===== src/rtl/vls_pkg.sv =====
package vls_pkg;
   localparam int FW     = 6;
   localparam int REGW   = 5;
   localparam int TYPE_W = 12;
   localparam int WORD_W = 32;

   typedef struct packed {
      logic [3:0]    rsvd;
      logic [1:0]    dsvoffs;
      logic [1:0]    subvl;
      logic [FW-1:0] destoffs;
      logic [FW-1:0] srcoffs;
      logic [FW-1:0] vl;
      logic [FW-1:0] maxvl;
   } vstate_t;
endpackage


===== src/rtl/vls_type_decode.sv =====
module vls_type_decode
   import vls_pkg::*;
#(
   parameter int XLEN = 64
) (
   input  logic [TYPE_W-1:0] vtype,
   output logic              is_default,
   output logic              is_imm,
   output logic              bad_enc,
   output logic              too_big,
   output logic [REGW-1:0]   rd,
   output logic [REGW-1:0]   mvl
);
   localparam int IMM_MAX = (1 << REGW) - 1;

   assign is_default = (vtype == '0);
   assign is_imm     = vtype[TYPE_W-1] & vtype[0];
   assign bad_enc    = !is_default && !is_imm;
   assign rd         = vtype[10:6];
   assign mvl        = vtype[5:1];

   // the limit check disappears when no immediate can exceed XLEN
   generate
      if (XLEN >= IMM_MAX) begin : g_no_limit
         assign too_big = 1'b0;
      end else begin : g_limit
         localparam logic [REGW:0] XL = (REGW+1)'(XLEN);
         assign too_big = is_imm && ({1'b0, mvl} > XL);
      end
   endgenerate
endmodule


===== src/rtl/vls_len_calc.sv =====
module vls_len_calc
   import vls_pkg::*;
#(
   parameter int XLEN = 64
) (
   input  logic [XLEN-1:0] src,
   input  logic [FW-1:0]   limit,
   input  logic            use_limit,
   output logic [FW-1:0]   len_raw,
   output logic [FW-1:0]   len_eff
);
   generate
      if (XLEN < 8) begin : g_bad_xlen
         $error("vls_len_calc: XLEN must be at least 8");
      end
   endgenerate

   logic over;
   assign over    = (src[XLEN-1:FW] != '0) || (src[FW-1:0] > limit);
   assign len_raw = (use_limit || over) ? limit : src[FW-1:0];
   assign len_eff = (len_raw == '0) ? FW'(1) : len_raw;
endmodule


===== src/rtl/vls_offset_step.sv =====
module vls_offset_step
   import vls_pkg::*;
(
   input  vstate_t       cur,
   input  logic          step,
   input  logic [FW-1:0] len,
   output vstate_t       nxt,
   output logic          wrap
);
   logic [FW:0] src_inc;
   assign src_inc = {1'b0, cur.srcoffs} + (FW+1)'(1);
   assign wrap    = step && (src_inc >= {1'b0, len});

   always_comb begin
      nxt = cur;
      if (step) begin
         if (wrap) begin
            nxt.srcoffs  = '0;
            nxt.destoffs = '0;
         end else begin
            nxt.srcoffs  = src_inc[FW-1:0];
            nxt.destoffs = cur.destoffs + FW'(1);
         end
      end
   end
endmodule


===== src/rtl/vls_unit.sv =====
module vls_unit
   import vls_pkg::*;
#(
   parameter int XLEN = 64
) (
   input  logic              clk,
   input  logic              rst_n,
   input  logic              instr_valid,
   input  logic [11:0]       vtype,
   input  logic [4:0]        rs1_idx,
   output logic [4:0]        rf_raddr,
   input  logic [XLEN-1:0]   rf_rdata,
   output logic              wb_valid,
   output logic [4:0]        wb_idx,
   output logic [XLEN-1:0]   wb_data,
   input  logic              st_we,
   input  logic              st_sel,
   input  logic [31:0]       st_wdata,
   input  logic              step,
   output logic [31:0]       gstate,
   output logic [31:0]       pstate,
   output logic              act_prefix,
   output logic [5:0]        act_len,
   output logic              done,
   output logic              trap
);
   localparam int NWORD = 2;
   localparam int RSV_LO = WORD_W - 4;

   generate
      if (XLEN < 8 || XLEN > 1024) begin : g_bad_param
         $error("vls_unit: XLEN out of supported range");
      end
   endgenerate

   vstate_t          g_q, p_q, g_d, p_d;
   logic             ap_q, ap_d;
   logic [FW-1:0]    len_q, len_d;
   logic             trap_q, trap_d, done_q, done_d;
   logic             wbv_q, wbv_d;
   logic [REGW-1:0]  wbi_q, wbi_d;
   logic [XLEN-1:0]  wbx_q, wbx_d;

   // decode of the length-type field
   logic            dec_default, dec_imm, dec_bad, dec_big;
   logic [REGW-1:0] dec_rd, dec_mvl;

   vls_type_decode #(.XLEN(XLEN)) u_dec (
      .vtype      (vtype),
      .is_default (dec_default),
      .is_imm     (dec_imm),
      .bad_enc    (dec_bad),
      .too_big    (dec_big),
      .rd         (dec_rd),
      .mvl        (dec_mvl)
   );

   // register read and length computation
   logic [FW-1:0] lim, len_raw, len_eff;
   logic          use_lim;

   assign rf_raddr = dec_default ? g_q.vl[REGW-1:0] : rs1_idx;
   assign lim      = dec_default ? g_q.maxvl : {1'b0, dec_mvl};
   assign use_lim  = !dec_default && (rs1_idx == '0);

   vls_len_calc #(.XLEN(XLEN)) u_len (
      .src       (rf_rdata),
      .limit     (lim),
      .use_limit (use_lim),
      .len_raw   (len_raw),
      .len_eff   (len_eff)
   );

   // one offset stepper per state word
   vstate_t cur_a [NWORD];
   vstate_t nxt_a [NWORD];
   logic    wrap_a [NWORD];

   assign cur_a[0] = g_q;
   assign cur_a[1] = p_q;

   generate
      for (genvar i = 0; i < NWORD; i++) begin : g_step
         vls_offset_step u_step (
            .cur  (cur_a[i]),
            .step (step),
            .len  (len_q),
            .nxt  (nxt_a[i]),
            .wrap (wrap_a[i])
         );
      end
   endgenerate

   logic wr_rsvd_bad;
   assign wr_rsvd_bad = (st_wdata[WORD_W-1:RSV_LO] != '0);

   // priority: state write, then instruction, then element step
   always_comb begin
      g_d    = g_q;
      p_d    = p_q;
      ap_d   = ap_q;
      len_d  = len_q;
      trap_d = 1'b0;
      done_d = 1'b0;
      wbv_d  = 1'b0;
      wbi_d  = '0;
      wbx_d  = '0;
      if (st_we) begin
         if (wr_rsvd_bad)  trap_d = 1'b1;
         else if (st_sel)  p_d = vstate_t'(st_wdata);
         else              g_d = vstate_t'(st_wdata);
      end else if (instr_valid) begin
         if (dec_default) begin
            ap_d  = 1'b0;
            len_d = (g_q.vl == '0) ? FW'(1) : len_eff;
         end else if (dec_bad || dec_big) begin
            trap_d = 1'b1;
         end else begin
            p_d       = '0;
            p_d.maxvl = {1'b0, dec_mvl};
            p_d.vl    = len_raw;
            ap_d      = 1'b1;
            len_d     = len_eff;
            if (dec_rd != '0) begin
               wbv_d = 1'b1;
               wbi_d = dec_rd;
               wbx_d = {{(XLEN-FW){1'b0}}, len_raw};
            end
         end
      end else if (step) begin
         if (ap_q) begin
            p_d    = nxt_a[1];
            done_d = wrap_a[1];
         end else begin
            g_d    = nxt_a[0];
            done_d = wrap_a[0];
         end
      end
   end

   always_ff @(posedge clk) begin
      if (!rst_n) begin
         g_q    <= '0;
         p_q    <= '0;
         ap_q   <= 1'b0;
         len_q  <= FW'(1);
         trap_q <= 1'b0;
         done_q <= 1'b0;
         wbv_q  <= 1'b0;
         wbi_q  <= '0;
         wbx_q  <= '0;
      end else begin
         g_q    <= g_d;
         p_q    <= p_d;
         ap_q   <= ap_d;
         len_q  <= len_d;
         trap_q <= trap_d;
         done_q <= done_d;
         wbv_q  <= wbv_d;
         wbi_q  <= wbi_d;
         wbx_q  <= wbx_d;
      end
   end

   assign gstate     = g_q;
   assign pstate     = p_q;
   assign act_prefix = ap_q;
   assign act_len    = len_q;
   assign done       = done_q;
   assign trap       = trap_q;
   assign wb_valid   = wbv_q;
   assign wb_idx     = wbi_q;
   assign wb_data    = wbx_q;
endmodule


===== config.mk =====
export PLATFORM = sky130hd
export DESIGN_NAME = vls_unit
export DESIGN_NICKNAME = d
export VERILOG_FILES = /design/src/rtl/vls_pkg.sv /design/src/rtl/vls_type_decode.sv /design/src/rtl/vls_len_calc.sv /design/src/rtl/vls_offset_step.sv /design/src/rtl/vls_unit.sv
export SDC_FILE = /design/constraint.sdc
export NUM_CORES = 1
export LEC_CHECK = 0
export ABC_AREA = 1
export BUFFER_PORTS_ARGS = -buffer_cell sky130_fd_sc_hd__buf_2
export CORE_ASPECT_RATIO = 0.7
export CORE_MARGIN = 1
export CORE_UTILIZATION = 49
export DETAILED_ROUTE_END_ITERATION = 16
export PLACE_DENSITY = 0.87
export SLEW_MARGIN = 30
export SYNTH_ARGS = -nofsm -noshare
export SYNTH_HDL_FRONTEND = slang
export SYNTH_SLANG_ARGS = --single-unit

===== constraint.sdc =====
create_clock -name clk -period 7.62 [get_ports clk]
set_clock_uncertainty 0.1 [all_clocks]
set_input_delay 1.524 -clock clk [delete_from_list [all_inputs] [get_ports clk]]
set_output_delay 1.524 -clock clk [all_outputs]
set_load 0.03 [all_outputs]

==> flow_results.xml <==
<?xml version="1.0" encoding="UTF-8"?>
<metrics>
  <group name="synthesis">
    <metric name="yosys_warnings" unit="">0</metric>
    <metric name="yosysSeqAreaShare" unit="">0.354</metric>
    <metric name="syn_area_per_cell" unit="µm²">7.43</metric>
    <metric name="synth_top_area_frac" unit="">0.354</metric>
    <metric name="synth_flop_cell" unit="">sky130_fd_sc_hd__dfxtp_1</metric>
    <metric name="netlist-cell-type-count" unit="">42</metric>
    <metric name="number_of_flip_flops_and_latches_in_the_synthesized_netlist" unit="">85</metric>
    <metric name="synthDominantAreaCellType" unit="">sky130_fd_sc_hd__dfxtp_1</metric>
    <metric name="synth_area" unit="µm²">4800</metric>
    <metric name="netlist_top_cells_area" unit="">sky130_fd_sc_hd__dfxtp_1, sky130_fd_sc_hd__buf_4, sky130_fd_sc_hd__nand2_1, sky130_fd_sc_hd__o21ai_0, sky130_fd_sc_hd__ha_1</metric>
    <metric name="synth_common_cells" unit="">sky130_fd_sc_hd__dfxtp_1, sky130_fd_sc_hd__nand2_1, sky130_fd_sc_hd__nor2_1</metric>
    <metric name="postSynthCellCount" unit="">646</metric>
    <metric name="ys_async_sr_fraction" unit="">0</metric>
    <metric name="edff_count_synth" unit="">0</metric>
  </group>
  <group name="drt">
    <metric name="first_pass_iters" unit="">5</metric>
    <metric name="met2_length" unit="µm">5760</metric>
    <metric name="post_drt_via_cell_ratio" unit="">5.17</metric>
    <metric name="drc_errors" unit="">0</metric>
    <metric name="post_drt_wl_per_cell" unit="µm">15.0</metric>
    <metric name="highest-signal-layer" unit="">met4</metric>
    <metric name="met3_wirelength" unit="µm">1690</metric>
    <metric name="routed_via_count" unit="">5019</metric>
    <metric name="initialDrtViolationCount" unit="">412</metric>
    <metric name="routed_wl" unit="µm">14500</metric>
    <metric name="wl_met1" unit="µm">6970</metric>
    <metric name="antenna_violating_nets_left" unit="">0</metric>
  </group>
  <group name="power_and_ir_drop">
    <metric name="cellLeakagePower" unit="µW">0.00305</metric>
    <metric name="combPwrFrac" unit="">0.215</metric>
    <metric name="switchingPower" unit="µW">375</metric>
    <metric name="pwr_density_cell" unit="nW/µm²">196</metric>
    <metric name="switching_share" unit="">0.319</metric>
    <metric name="power_frac_clock" unit="">0.375</metric>
    <metric name="seq_power_share" unit="">0.410</metric>
    <metric name="cellInternalPower" unit="µW">800</metric>
    <metric name="max-vdd-ir-drop" unit="V">0.000107</metric>
  </group>
  <group name="critical_path">
    <metric name="r2r-start" unit="">gstate[12]</metric>
    <metric name="critical_path.max_stage_delay" unit="ps">860</metric>
    <metric name="worst_setup_path_start_kind" unit="">input pin</metric>
    <metric name="crit_start" unit="">st_we</metric>
    <metric name="crit_path_top_delay_cell" unit="">sky130_fd_sc_hd__a21oi_2</metric>
    <metric name="worstPathCellList" unit="">buf_2 &gt; inv_1 &gt; nor3_4 &gt; inv_1 &gt; a21oi_2 &gt; o21ai_0 &gt; a31oi_1</metric>
    <metric name="crit_type" unit="">in2reg</metric>
    <metric name="cp_max_fo" unit="">35</metric>
    <metric name="timing.critical_path.to_type" unit="">register</metric>
    <metric name="worst_ep_required_time" unit="ps">7780</metric>
    <metric name="path_common_cell" unit="">sky130_fd_sc_hd__inv_1</metric>
    <metric name="crit_arrival" unit="ps">4650</metric>
  </group>
  <group name="global_route">
    <metric name="antenna_violations_before_repair" unit="">0</metric>
    <metric name="grt_pass1_vias" unit="">4415</metric>
    <metric name="largest_net_degree_at_the_start_of_global_routing" unit="">59</metric>
    <metric name="global_route.usage.total" unit="">0.287</metric>
    <metric name="grt_overflow_total" unit="">0</metric>
    <metric name="grt_pass1_wl" unit="µm">22900</metric>
  </group>
  <group name="floorplan">
    <metric name="floorplan.io_pins" unit="">267</metric>
    <metric name="dieWidth" unit="µm">120</metric>
    <metric name="placement_rows" unit="">29</metric>
    <metric name="floorplan.initialDensity" unit="">0.517</metric>
    <metric name="dieArea" unit="µm²">10200</metric>
    <metric name="core-area" unit="µm²">9290</metric>
    <metric name="fp.dieH" unit="µm">84.8</metric>
  </group>
  <group name="place">
    <metric name="place.detailed.hpwl" unit="µm">11300</metric>
    <metric name="buffer_ports.inserted" unit="">208</metric>
    <metric name="routabilityCongestion" unit="">0.913</metric>
  </group>
  <group name="sta">
    <metric name="fin_crit_sh" unit="">0.589</metric>
    <metric name="transition_time_at_the_pin_with_the_least_slew_margin" unit="ps">937</metric>
    <metric name="totalNegativeSetupSlack" unit="ps">0</metric>
    <metric name="maxSlewHeadroom" unit="">0.376</metric>
    <metric name="report.final.setup_viol" unit="">0</metric>
    <metric name="unrepaired_setup_endpoints_after_global_routing" unit="">false</metric>
    <metric name="timing.fmax" unit="MHz">223</metric>
    <metric name="timing.final.max_slew_violations" unit="">0</metric>
    <metric name="finalHoldViolCount" unit="">0</metric>
    <metric name="layout_min_cycle_time" unit="ps">4490</metric>
  </group>
  <group name="clock_network">
    <metric name="cts.reportedPaths.clkPinSlew" unit="ps">60</metric>
    <metric name="insertion_delay_to_the_later_sink_of_the_worst_skew_pair" unit="ps">340</metric>
    <metric name="clock_tree_from_tritoncts" unit="">done</metric>
    <metric name="cts_inserted_buffers" unit="">9</metric>
    <metric name="cts_setup_buffers" unit="">0</metric>
    <metric name="clock-sinks" unit="">85</metric>
    <metric name="root_buf_cell" unit="">sky130_fd_sc_hd__clkbuf_16</metric>
    <metric name="htree_levels" unit="">3</metric>
    <metric name="clock_tree.buffer_depth" unit="">2</metric>
    <metric name="cts-hold-fix-buffers" unit="">0</metric>
    <metric name="postCtsResizedCells" unit="">0</metric>
  </group>
  <group name="finish">
    <metric name="fillers" unit="">859</metric>
    <metric name="multi_input_comb_area" unit="µm²">2570</metric>
    <metric name="fraction_of_the_core_area_covered_by_cells_at_the_end_of_the_flow" unit="">0.647</metric>
    <metric name="area_growth" unit="%">25.1</metric>
    <metric name="nNetsFinal" unit="">981</metric>
    <metric name="antenna_cells" unit="">0</metric>
    <metric name="post_route_cells_drive_above_1_share" unit="">0.302</metric>
    <metric name="final-seq-area" unit="µm²">1700</metric>
  </group>
  <group name="job">
    <metric name="drv_cap" unit="">0</metric>
  </group>
  <group name="worst_hold_path">
    <metric name="worst_hold_startpoint" unit="">gstate[30]</metric>
    <metric name="hold_path.class" unit="">reg2reg</metric>
  </group>
  <group name="outcome">
    <metric name="status" unit="">complete, no violations</metric>
  </group>
</metrics>
==> metal layers <==
metal	vias up	GRT usage
li1	2461	-
met1	2247	0.434
met2	292	0.401
met3	19	0.0847
met4	0	0.0494
met5	-	0
==> stage by stage <==
step           hold WS, ps  instances  setup WS [ps]  instance area, µm²  total power [µW]
3_5_place_dp           326        955           2850                5700               739
2_1_floorplan          464        703           3340                5010               680
3_3_place_gp           326        955           2980                5700               735
6_report               335        971           3130                6010              1180
5_1_grt                356        971           2830                6010              1220
4_1_cts                335        971           3170                6000              1180
==> final timing paths <==
kind                endpoint  slack (ps)  depth (start not counted)
setup / recovery  gstate[17]        3130                          7
hold / removal    gstate[30]         330                          2
setup reg to reg  gstate[21]        4730                         13
hold reg to reg   gstate[30]         330                          2
==> worst max-delay path: cells and delay by family <==
kind	cells	cell delay [ps]
AOI/OAI and AO/OA	3	1240
and+or+nand+nor	1	590
buffers and inverters	3	1280
==> cells in the final DEF (no fill, tap or decap), types with 5 or more instances in the layout <==
master	synthesis	routed
sky130_fd_sc_hd__xor2_1	9	9
sky130_fd_sc_hd__conb_1	1	58
sky130_fd_sc_hd__dfxtp_1	85	85
sky130_fd_sc_hd__nand3_2	5	5
sky130_fd_sc_hd__nor2_1	64	63
sky130_fd_sc_hd__nand3_1	33	33
sky130_fd_sc_hd__clkbuf_16	0	9
sky130_fd_sc_hd__a31oi_1	24	24
sky130_fd_sc_hd__nand2_1	85	85
sky130_fd_sc_hd__o21ai_0	61	61
sky130_fd_sc_hd__buf_2	4	208
sky130_fd_sc_hd__nor4_1	18	18
sky130_fd_sc_hd__nand4_1	9	9
sky130_fd_sc_hd__inv_1	55	55
sky130_fd_sc_hd__a22oi_1	5	5
sky130_fd_sc_hd__nand2_2	6	6
sky130_fd_sc_hd__a21oi_1	44	44
sky130_fd_sc_hd__nand3b_1	6	6
sky130_fd_sc_hd__ha_1	20	20
==> cell type report <==
class | instances | share of cell area
Multi-Input combinational cell | 479 | 0.428
Timing Repair Buffer | 210 | 0.176
Sequential cell | 85 | 0.283
Clock inverter | 6 | 0.0104
Tap cell | 124 | 0.0258
Clock buffer | 10 | 0.0398
Inverter | 57 | 0.0365
==> flip-flops by register name, indices dropped and copies added (netlist names) <==
register,flops
act_prefix,1
act_len,6
wb_valid,1
gstate,32
wb_data,6
pstate,32
trap,1
done,1
wb_idx,5
==> kinds of logic (layout without fill, tap and decap cells) <==
| kind of cell | count (synthesis) | in the layout | share of synthesized area |
|---|---|---|---|
| DFF | 85 | 85 | 0.354 |
| adders and majority gates | 20 | 20 | 0.0521 |
| xor gates and xnor gates | 11 | 11 | 0.0201 |
| buffers and inverters | 139 | 283 | 0.156 |
| other | 1 | 58 | 0.000781 |
| AOI/OAI and AO/OA | 150 | 150 | 0.177 |
| and+or+nand+nor | 240 | 240 | 0.240 |
==> power groups by stage <==
| stage | Combinational [µW] | Clock, µW | Sequential, µW |
|---|---|---|---|
| after global routing | 274 | 465 | 484 |
| after detailed placement | 248 | 0 | 490 |
| after CTS | 250 | 445 | 481 |
| after floorplan | 157 | 0 | 523 |
| after global placement | 245 | 0 | 490 |
| final | 253 | 441 | 481 |
Power figures use the tool's default switching activity.
